`config.mk`:
```
export PLATFORM = sky130hd
export DESIGN_NAME = sc_tx_aggregator
export DESIGN_NICKNAME = d
export VERILOG_FILES = /design/src/rtl/sc_pkg.sv /design/src/rtl/sc_route_table.sv /design/src/rtl/sc_member_fifo.sv /design/src/rtl/sc_slot_drain.sv /design/src/rtl/sc_tx_aggregator.sv
export SDC_FILE = /design/constraint.sdc
export NUM_CORES = 1
export LEC_CHECK = 0
export ABC_AREA = 1
export BUFFER_PORTS_ARGS = -buffer_cell sky130_fd_sc_hd__buf_2
export CORE_ASPECT_RATIO = 0.6
export CORE_UTILIZATION = 40
export CTS_BUF_LIST = sky130_fd_sc_hd__clkbuf_8 sky130_fd_sc_hd__clkbuf_16
export DETAILED_ROUTE_END_ITERATION = 10
export GPL_ROUTABILITY_DRIVEN = 0
export PLACE_DENSITY = 0.57
export SYNTH_ARGS = -nofsm -noshare
export SYNTH_HDL_FRONTEND = slang
export SYNTH_SLANG_ARGS = --single-unit
export TNS_END_PERCENT = 1
```
`constraint.sdc`:
```
create_clock -name clk -period 8.3 [get_ports clk]
set_input_delay 1.66 -clock clk [delete_from_list [all_inputs] [get_ports clk]]
set_output_delay 1.66 -clock clk [all_outputs]
set_load 0.01 [all_outputs]
```
`src/rtl/sc_pkg.sv`:
```
// Shared types for the superchannel transmit aggregator.
// Assumes a 4-channel group; the channel field width sets the group size.
package sc_pkg;
    localparam int SC_CH_W  = 2;
    localparam int SC_LEN_W = 3;

    typedef struct packed {
        logic [SC_CH_W-1:0]  ch;    // member / channel number
        logic                sc;    // superchannel slot
        logic [SC_LEN_W-1:0] len;   // slot bits minus one (ordinary slots)
        logic                last;  // end of table
    } sc_entry_t;
endpackage

```
`src/rtl/sc_route_table.sv`:
```
// Routing table storage plus the channel-rule check.
// Assumes entries after the first end-marked one are never reached on the line.
module sc_route_table
    import sc_pkg::*;
#(
    parameter int DEPTH  = 16,
    parameter int NUM_CH = 4,
    localparam int IDX_W = $clog2(DEPTH)
) (
    input  logic             clk,
    input  logic             rst_n,
    input  logic             we,
    input  logic [IDX_W-1:0] waddr,
    input  sc_entry_t        wdata,
    output sc_entry_t        ent_o [DEPTH],
    output logic [NUM_CH-1:0] sc_member,
    output logic             cfg_err
);
    sc_entry_t         tbl [DEPTH];
    logic [DEPTH-1:0]  act;
    logic [NUM_CH-1:0] in_norm;
    logic              adj_err;

    // Table registers: reset to a rule-clean ordinary table, then host writes.
    always_ff @(posedge clk) begin
        if (!rst_n) begin
            for (int i = 0; i < DEPTH; i++) begin
                tbl[i].ch   <= SC_CH_W'(i % NUM_CH);
                tbl[i].sc   <= 1'b0;
                tbl[i].len  <= '1;
                tbl[i].last <= (i == DEPTH - 1);
            end
        end else if (we) begin
            tbl[waddr] <= wdata;
        end
    end

    // Active mask and per-channel usage over the reachable entries.
    always_comb begin
        logic alive;
        alive     = 1'b1;
        sc_member = '0;
        in_norm   = '0;
        for (int i = 0; i < DEPTH; i++) begin
            act[i] = alive;
            if (alive) begin
                if (tbl[i].sc) sc_member[tbl[i].ch] = 1'b1;
                else           in_norm[tbl[i].ch]   = 1'b1;
            end
            if (tbl[i].last) alive = 1'b0;
        end
    end

    // Adjacency check, including the wrap from the end entry to entry 0.
    always_comb begin
        adj_err = 1'b0;
        for (int i = 0; i < DEPTH; i++) begin
            logic [IDX_W-1:0] j;
            j = (tbl[i].last || i == DEPTH - 1) ? '0 : IDX_W'(i + 1);
            if (act[i] && tbl[j].ch == tbl[i].ch) adj_err = 1'b1;
        end
    end

    assign cfg_err = adj_err | (|(sc_member & in_norm));

    for (genvar g = 0; g < DEPTH; g++) begin : g_out
        assign ent_o[g] = tbl[g];
    end
endmodule

```
`src/rtl/sc_member_fifo.sv`:
```
// One member byte FIFO. Full depth in ordinary mode, half depth when the
// channel belongs to the superchannel. Pushes when full and pops when empty
// are dropped; callers are expected never to issue them.
module sc_member_fifo #(
    parameter int FULL_DEPTH = 4,
    localparam int HALF  = FULL_DEPTH / 2,
    localparam int PTR_W = $clog2(FULL_DEPTH),
    localparam int CNT_W = $clog2(FULL_DEPTH + 1)
) (
    input  logic       clk,
    input  logic       rst_n,
    input  logic       sc_mode,
    input  logic       push,
    input  logic [7:0] din,
    input  logic       pop,
    output logic [7:0] dout,
    output logic       empty,
    output logic       full
);
    logic [7:0]       mem [FULL_DEPTH];
    logic [PTR_W-1:0] wp, rp;
    logic [CNT_W-1:0] cnt, cap;
    logic             do_push, do_pop;

    assign cap     = sc_mode ? CNT_W'(HALF) : CNT_W'(FULL_DEPTH);
    assign full    = cnt >= cap;
    assign empty   = cnt == '0;
    assign do_push = push && !full;
    assign do_pop  = pop && !empty;
    assign dout    = mem[rp];

    // Storage write on an accepted push.
    always_ff @(posedge clk) begin
        if (do_push) mem[wp] <= din;
    end

    // Pointer and occupancy update.
    always_ff @(posedge clk) begin
        if (!rst_n) begin
            wp  <= '0;
            rp  <= '0;
            cnt <= '0;
        end else begin
            if (do_push) wp <= wp + 1'b1;
            if (do_pop)  rp <= rp + 1'b1;
            cnt <= cnt + CNT_W'(do_push) - CNT_W'(do_pop);
        end
    end

    p_no_overflow_r4: assert property (@(posedge clk) disable iff (!rst_n)
        push |-> !full);
    p_no_underflow_r9: assert property (@(posedge clk) disable iff (!rst_n)
        pop |-> !empty);
endmodule

```
`src/rtl/sc_slot_drain.sv`:
```
// Walks the routing table on the bit clock and shifts slot bytes out MSB first.
// Assumes fsync is only acted on together with bclk_en. Ordinary slots are
// driven high; a superchannel slot with an empty member sends ones and sets
// the sticky underrun flag.
module sc_slot_drain
    import sc_pkg::*;
#(
    parameter int DEPTH  = 16,
    parameter int NUM_CH = 4,
    localparam int IDX_W = $clog2(DEPTH)
) (
    input  logic                   clk,
    input  logic                   rst_n,
    input  logic                   fsync,
    input  logic                   bclk_en,
    input  sc_entry_t              ent [DEPTH],
    input  logic [NUM_CH-1:0]      fifo_empty,
    input  logic [NUM_CH-1:0][7:0] fifo_dout,
    output logic [NUM_CH-1:0]      pop,
    output logic                   tx_bit,
    output logic                   underrun
);
    logic             synced, und;
    logic [IDX_W-1:0] idx, nidx;
    logic [2:0]       bitc;
    logic [7:0]       sh;
    logic             slot_end, start;
    sc_entry_t        cur, nxt;

    assign cur      = ent[idx];
    assign slot_end = bitc == (cur.sc ? 3'd7 : cur.len);
    assign start    = bclk_en && (fsync || (synced && slot_end));
    assign nidx     = (fsync || cur.last || idx == IDX_W'(DEPTH - 1)) ? '0 : idx + 1'b1;
    assign nxt      = ent[nidx];

    // Pop the member FIFO of a superchannel slot as it starts.
    always_comb begin
        pop = '0;
        if (start && nxt.sc && !fifo_empty[nxt.ch]) pop[nxt.ch] = 1'b1;
    end

    // Slot sequencing, shift register and sticky underrun.
    always_ff @(posedge clk) begin
        if (!rst_n) begin
            synced <= 1'b0;
            idx    <= '0;
            bitc   <= '0;
            sh     <= 8'hFF;
            und    <= 1'b0;
        end else if (start) begin
            synced <= 1'b1;
            idx    <= nidx;
            bitc   <= '0;
            if (nxt.sc && !fifo_empty[nxt.ch]) begin
                sh <= fifo_dout[nxt.ch];
            end else begin
                sh <= 8'hFF;
                if (nxt.sc) und <= 1'b1;
            end
        end else if (bclk_en && synced) begin
            bitc <= bitc + 1'b1;
            sh   <= {sh[6:0], 1'b1};
        end
    end

    assign tx_bit   = sh[7];
    assign underrun = und;

    p_idle_before_sync_r5: assert property (@(posedge clk) disable iff (!rst_n)
        !synced |-> tx_bit);
    p_sticky_underrun_r9: assert property (@(posedge clk) disable iff (!rst_n)
        $past(und) |-> und);
endmodule

```
`src/rtl/sc_tx_aggregator.sv`:
```
// Top: one byte source feeding the superchannel member FIFOs in table order,
// drained onto the TDM line by the slot walker. Assumes the table is written
// while the source is idle; each write restarts the fill pointer at entry 0.
module sc_tx_aggregator
    import sc_pkg::*;
#(
    parameter int TBL_DEPTH  = 16,
    parameter int FIFO_DEPTH = 4,
    localparam int NUM_CH = 2 ** SC_CH_W,
    localparam int IDX_W  = $clog2(TBL_DEPTH)
) (
    input  logic               clk,
    input  logic               rst_n,
    input  logic               tbl_we,
    input  logic [IDX_W-1:0]   tbl_addr,
    input  logic [SC_CH_W-1:0] tbl_ch,
    input  logic               tbl_sc,
    input  logic [2:0]         tbl_len,
    input  logic               tbl_last,
    input  logic [7:0]         src_data,
    input  logic               src_valid,
    output logic               src_ready,
    input  logic               fsync,
    input  logic               bclk_en,
    output logic               tx_bit,
    output logic               underrun,
    output logic               cfg_err
);
    sc_entry_t                ent [TBL_DEPTH];
    sc_entry_t                wentry, tgt;
    logic [NUM_CH-1:0]        sc_member, push, pop, f_empty, f_full;
    logic [NUM_CH-1:0][7:0]   f_dout;
    logic [IDX_W-1:0]         fill_idx;
    logic                     take;

    assign wentry = '{ch: tbl_ch, sc: tbl_sc, len: tbl_len, last: tbl_last};

    sc_route_table #(.DEPTH(TBL_DEPTH), .NUM_CH(NUM_CH)) u_tbl (
        .clk(clk), .rst_n(rst_n), .we(tbl_we), .waddr(tbl_addr), .wdata(wentry),
        .ent_o(ent), .sc_member(sc_member), .cfg_err(cfg_err)
    );

    assign tgt       = ent[fill_idx];
    assign src_ready = tgt.sc && !f_full[tgt.ch];
    assign take      = src_valid && src_ready;

    // Route an accepted byte to the current fill target.
    always_comb begin
        push = '0;
        if (take) push[tgt.ch] = 1'b1;
    end

    // Fill pointer: skip ordinary entries, advance past a superchannel entry on accept.
    always_ff @(posedge clk) begin
        if (!rst_n || tbl_we) begin
            fill_idx <= '0;
        end else if (!tgt.sc || take) begin
            fill_idx <= (tgt.last || fill_idx == IDX_W'(TBL_DEPTH - 1)) ? '0 : fill_idx + 1'b1;
        end
    end

    for (genvar c = 0; c < NUM_CH; c++) begin : g_mem
        sc_member_fifo #(.FULL_DEPTH(FIFO_DEPTH)) u_fifo (
            .clk(clk), .rst_n(rst_n), .sc_mode(sc_member[c]),
            .push(push[c]), .din(src_data), .pop(pop[c]),
            .dout(f_dout[c]), .empty(f_empty[c]), .full(f_full[c])
        );
    end

    sc_slot_drain #(.DEPTH(TBL_DEPTH), .NUM_CH(NUM_CH)) u_drain (
        .clk(clk), .rst_n(rst_n), .fsync(fsync), .bclk_en(bclk_en), .ent(ent),
        .fifo_empty(f_empty), .fifo_dout(f_dout), .pop(pop),
        .tx_bit(tx_bit), .underrun(underrun)
    );

    p_fill_holds_r3: assert property (@(posedge clk) disable iff (!rst_n)
        (src_valid && !src_ready && tgt.sc && !tbl_we) |=> fill_idx == $past(fill_idx));
endmodule

```
* After elaboration in Yosys (flattened, before gate mapping)
Memories as Yosys holds them, arrays and structs flattened. A register that Yosys moved wholly into a read port is not among the register bits. Index checks and enable logic that the tools add are counted.
Storage, ports and cells: register bits 49, memory bits (writable) 240, input bits 25, memories kept 5
Memory list:
- u_tbl.tbl | depth 16, bits a word 7, rd ports 31, clocked after Yosys merged registers in 0, write ports 16, line sc_route_table.sv:19 | sc_entry_t tbl [DEPTH];
- g_mem[0].u_fifo.mem | depth 4, bits a word 8, rd ports 1, clocked after Yosys merged registers in 1, write ports 1, line sc_member_fifo.sv:20 | logic [7:0] mem [FULL_DEPTH];
- g_mem[1].u_fifo.mem | depth 4, bits a word 8, rd ports 1, clocked after Yosys merged registers in 1, write ports 1, line sc_member_fifo.sv:20
- g_mem[2].u_fifo.mem | depth 4, bits a word 8, rd ports 1, clocked after Yosys merged registers in 1, write ports 1, line sc_member_fifo.sv:20
- g_mem[3].u_fifo.mem | depth 4, bits a word 8, rd ports 1, clocked after Yosys merged registers in 1, write ports 1, line sc_member_fifo.sv:20
Cells by class: add/subtract/negate cells 19, magnitude comparators 43, equal/unequal tests 19, mux-type cells 194, bitwise gates (word level) 37, reductions and logical operators 76
Operator list (count):
- $mux W4 | 75
- $or A4 B4 Y4 | 30
- $bmux W7 S4 | 3
- $mux W1 | 65
- $lt A2 B3 Y1 const B | 18
- $logic_and A1 B1 Y1 | 49
- $demux W1 S2 | 18
- $ge A2 B1 Y1 const B | 18
- $mux W7 | 5
- $eq A2 B2 Y1 | 16
- $mux W8 | 4
- $mux W3 | 9
- $mux W2 | 10
- $add A2 B1 Y2 const B | 8
- $bmux W8 S2 | 1
- $ge A5 B5 Y1 const B | 3
- $not A4 Y5 | 3
- $add A3 B1 Y3 | 4
- $ge A3 B3 Y1 | 4
- $logic_not A1 Y1 | 12
- $logic_not A3 Y1 | 4
- $sub A3 B1 Y3 | 4
- $mux W5 | 2
- $add A4 B1 Y4 const B | 2
- other kinds (13) | 21

* Longest topological paths before layout
An unclocked memory read counts as a cell.
word-level depth 62, depth in mapped cells 33

* Modules after synthesis
From an unflattened synthesis, not the netlist that was laid out.
Unflattened totals: cell total of the unflattened synthesis 2059, area, all modules 17137.7 sq um
By module, submodules not included:
- sc_member_fifo | times used 4, cells each 148, area an instance 1737.9 sq um, sequential area each 1141.1 sq um
- sc_route_table | times used 1, cells each 785, area an instance 6457.4 sq um, sequential area each 3363.2 sq um
- sc_slot_drain | times used 1, cells each 476, area an instance 2655.0 sq um, sequential area each 340.3 sq um
- sc_tx_aggregator | times used 1, cells each 206, area an instance 1073.5 sq um, sequential area each 80.1 sq um

* Worst setup path before layout
OpenSTA, ideal clock, no wires.
path kind register to output, start point mem u_tbl.tbl[0][0] in the netlist's numbering, end point out src_ready, arrival time 3024 ps, data required time 6640 ps, slack 3616 ps, cell stages (with the launch flop) 26, buffers on the path 0, cells stage by stage edfxtp_1 -> nor2_4 -> nand2_4 -> nor2_4 -> nand2_4 -> nor2_4 -> nand2_2 -> nor2_4 -> nand2_4 -> nor2_4 -> nand2_4 -> nor2_8 -> nand2_4 -> nor2_8 -> nand2_2 -> inv_2 -> nand3_1 -> nor2_1 -> nor2_1 -> inv_1 -> ha_1 -> nand2_1 -> nand2_1 -> a21oi_1 -> o22ai_1 -> nor2_1
RTL lines:
- start: declaration | line sc_route_table.sv:19
- end: declaration | line sc_tx_aggregator.sv:22 | output logic src_ready,

==> impl_results.rst <==
.. list-table::
   :header-rows: 1

   * - Metric
     - Value
   * - Share of total power in combinational logic
     - about 14%
   * - Type of origin of the critical path
     - flop
   * - Class of the worst hold path
     - reg2reg
   * - Unrepaired setup endpoints after global routing
     - false
   * - Maximum net fanout on the critical path
     - 11
   * - Dpl hpwl
     - ~37,000 um
   * - Total Wirelength
     - about 50,000 um
   * - Post-route DRC violation count
     - 0
   * - Number of placement rows
     - 56
   * - Grt met2 use
     - 28.37%
   * - Horizontal extent of the die
     - about 260 um
   * - Cell internal pwr
     - approximately 2.6 mW
   * - Library cell with the highest instance count after synthesis
     - sky130_fd_sc_hd__nand2_1
   * - Synth Register Bits
     - 297
   * - Register area share after synthesis
     - about 51%
   * - Category of the critical setup timing path
     - reg2out
   * - Post-synth top cells
     - sky130_fd_sc_hd__nand2_1, sky130_fd_sc_hd__nor2_1, sky130_fd_sc_hd__edfxtp_1
   * - Y dimension of the die
     - between 150 and 200 um
   * - PnR worst setup slack
     - around 2.2 ns
   * - Number of buffers inserted by port buffering
     - 28
   * - Area share of the leading cell type in the synthesized netlist
     - roughly 44%
   * - Clock share of power
     - approximately two fifths
   * - Later-pin clock latency in the skew report
     - approximately 0.58 ns
   * - Measured slew at the worst slew-check pin
     - 0.8558 ns
   * - Ys Warns
     - 0
   * - Number of diodes
     - 0
   * - PostCTS Resize Cnt
     - 0
   * - Total global routing track utilization
     - between 20% and 30%
   * - Status
     - complete, no violations
   * - Worst IR drop on VDD
     - 0.1208 mV
   * - Vias after detailed routing
     - roughly 14,000
   * - Post-synthesis cell type with the largest combined area
     - sky130_fd_sc_hd__edfxtp_1
   * - Clock root buffer master
     - sky130_fd_sc_hd__clkbuf_16
   * - Worst clock skew on the final layout
     - approximately 0.013 ns
   * - Length of the first detailed-routing pass in iterations
     - 6
   * - Detail-routed net length per standard cell
     - around 21 um
   * - Most instantiated flip-flop cell in the synthesis netlist
     - sky130_fd_sc_hd__edfxtp_1
   * - Remaining Overflow, GRT
     - 0
   * - Period utilization
     - 73.08%
   * - Number of max-slew violations in the final report
     - 0
   * - Number of global-route vias before repair
     - roughly 12,000
   * - Number of standard cells after synthesis
     - between 1,500 and 2,000
   * - Top delay family on crit path
     - simple AND/OR/NAND/NOR gates
   * - Vias per cell
     - 5.660
   * - H-Tree Depth
     - 1
   * - Hold-fix buffers at CTS
     - 0
   * - Slowest cell on crit path
     - sky130_fd_sc_hd__edfxtp_1
   * - Worst Path Buf+Inv
     - 3
   * - Arr. time, crit path
     - between 4 and 5 ns
   * - FFs w/ async S/R, synth
     - 0%
   * - Post-Syn Nets
     - about 2,000
   * - Cell area after synthesis
     - ~16,000 um2
   * - Crit end category
     - primary output
   * - Maximum clock frequency
     - about 160 MHz
   * - Worst slack after detailed placement
     - roughly 2.8 ns
   * - Post-Route Setup TNS
     - 0 ns
   * - GR Layer Usage met3
     - about 8.2%
   * - Sum of internal, switching and leakage power
     - between 3 and 4 mW
   * - # placed instances
     - ~2,400
   * - Die area
     - ~42,000 um2
   * - Starting DRC count in detailed routing
     - between 2,000 and 2,500
   * - Hold Fails Final Rpt
     - 0
   * - Clock-pin slew on the worst setup and hold paths
     - approximately 0.06 ns
   * - Part of the total power dissipated in sequential elements
     - 47.2%
   * - Non-filler instance count after layout
     - about 2,400
   * - Effective utilization at floorplan
     - between 40% and 50%
   * - Post-CTS Setup Repair Bufs
     - 0
   * - Mean instance size in the synthesized netlist
     - around 8.6 um2
   * - CTS tree
     - done
   * - Pin count of the biggest net entering global routing
     - between 50 and 60
   * - Design Area, Final
     - roughly 18,000 um2
   * - Top Ports
     - 29
   * - Number of max-capacitance violations reported
     - 0
   * - Static Leakage
     - approximately 6.9 nW
   * - Area growth syn-to-layout
     - 9.361%
   * - Wire length of the first global-routing pass
     - ~75,000 um
   * - Nets
     - 1,945
   * - Critical path required time
     - 6.64 ns
   * - Core region area
     - around 40,000 um2
   * - Number of distinct library cells after synthesis
     - 53
   * - Clock tree buffer depth
     - 3
   * - Largest stage delay on the critical path
     - roughly 0.49 ns
   * - Total power density per cell area
     - between 200 and 250 nW/um2
   * - Antenna violations before repair
     - 0
   * - Remaining number of nets flagged by the antenna check after routing
     - 0
   * - Number of clock sinks seen by CTS
     - 297
   * - Synth top area cells
     - sky130_fd_sc_hd__edfxtp_1, sky130_fd_sc_hd__nand2_1, sky130_fd_sc_hd__dfxtp_1
   * - Global-route layer with the greatest usage
     - met1
   * - Tmin final
     - ~6.1 ns
   * - Switching pwr
     - 1.064 mW
   * - Number of clock buffers inserted by TritonCTS
     - 30
   * - Final setup violating endpoints
     - 0
   * - Routing usage on met1
     - about two fifths
   * - Fraction of layout cells with a size suffix above 1
     - about 7.7%
   * - Worst slew margin
     - 42.74%
   * - Switching share of total power
     - 28.70%
   * - Total cell area at the placement stage
     - 16,760 um2
   * - Post-synth EDFFs
     - 240
-- power by group through the flow --
stage	clock network, mW	registers [mW]	logic (mW)
6_report	1.44	1.75	0.521
2_1_floorplan	0	1.73	0.373
3_5_place_dp	0	1.77	0.506
4_1_cts	1.46	1.74	0.510
5_1_grt	1.51	1.75	0.577
3_3_place_gp	0	1.77	0.505
-- cell type report --
| type | count | area [um2] |
|---|---|---|
| fillers | 3804 | 21780 |
| flip-flops and latches | 297 | 8349 |
| multi-input cells | 1310 | 6783 |
| clock buffers | 34 | 805.8 |
| inverters | 207 | 779.5 |
| well taps | 522 | 653.1 |
| clock inverters | 22 | 241.5 |
| repair buffers | 35 | 192.7 |
-- routing by layer --
| layer | share of wire [%] | wire (um) | vias up |
|---|---|---|---|
| li1 | - | - | 6473 |
| met3 | 14 | 7061 | 46 |
| met4 | 1.2 | 591 | 0 |
| met1 | 51 | 25570 | 6446 |
| met5 | 0 | 0 | - |
| met2 | 34 | 17260 | 772 |
-- tightest hold or removal path: cells and delay by family, from the launching register on --
family	cells	cell delay [ns]
flops	1	0.33
simple gates	1	0.06
compound gates	1	0.07
-- sequential cells by signal (all words and copies together), names as in the netlist, 3 cells and up, named ones only --
name and cells:
g_mem.u_fifo.wp 8, g_mem.u_fifo.rp 8, u_drain.sh 8, g_mem.u_fifo.cnt 12
fill_idx 4, u_drain.bitc 3, u_tbl.tbl 112, g_mem.u_fifo.mem 128
u_drain.idx 4
-- through the flow --
step	utilization [%]	hold slack, ns
after floorplan	-	0.4408
after global placement	42.33	0.4567
after detailed placement	42.33	0.4568
after CTS	44.97	0.4741
after global routing	44.97	0.5170
final	44.97	0.4788
-- layout by cell type (no fill, tap or decap), types with 8 or more instances in the layout --
master,instances
sky130_fd_sc_hd__inv_2,11
sky130_fd_sc_hd__a32o_1,19
sky130_fd_sc_hd__o22ai_1,19
sky130_fd_sc_hd__o21ai_0,143
sky130_fd_sc_hd__nor2_1,254
sky130_fd_sc_hd__o21ai_1,27
sky130_fd_sc_hd__nand3_1,123
sky130_fd_sc_hd__o211ai_1,12
sky130_fd_sc_hd__buf_2,28
sky130_fd_sc_hd__clkbuf_16,30
sky130_fd_sc_hd__nand2_2,9
sky130_fd_sc_hd__nand2_4,8
sky130_fd_sc_hd__inv_1,189
sky130_fd_sc_hd__nand2_1,363
sky130_fd_sc_hd__ha_1,35
sky130_fd_sc_hd__nor3_1,35
sky130_fd_sc_hd__a21oi_1,114
sky130_fd_sc_hd__clkinv_2,9
sky130_fd_sc_hd__xor2_1,31
sky130_fd_sc_hd__dfxtp_1,56
sky130_fd_sc_hd__nor4_1,15
sky130_fd_sc_hd__nand4_1,47
sky130_fd_sc_hd__edfxtp_1,240
-- path summary, 6_finish.rpt --
path,from,endpoint,slack (ns),cells past startpoint
max,u_tbl.tbl[0][0],src_ready,2.23,26
min reg2reg,u_drain.sh[1],u_drain.sh[1],0.48,2
min,u_drain.sh[1],u_drain.sh[1],0.48,2
max reg2reg,u_tbl.tbl[0][0],g_mem[1].u_fifo.mem[2][3],2.80,29
-- logic make-up (layout without fill, tap and decap cells) --
family | after synthesis | count (layout) | synth area share [%]
simple gates | 880 | 880 | 24.16
compound gates | 356 | 356 | 12.43
flops | 297 | 297 | 51.28
buf+inv | 279 | 298 | 7.063
fa+ha+maj | 39 | 39 | 3.182
xor+xnor | 35 | 35 | 1.883
No activity file was read; power rests on OpenSTA's default activity.
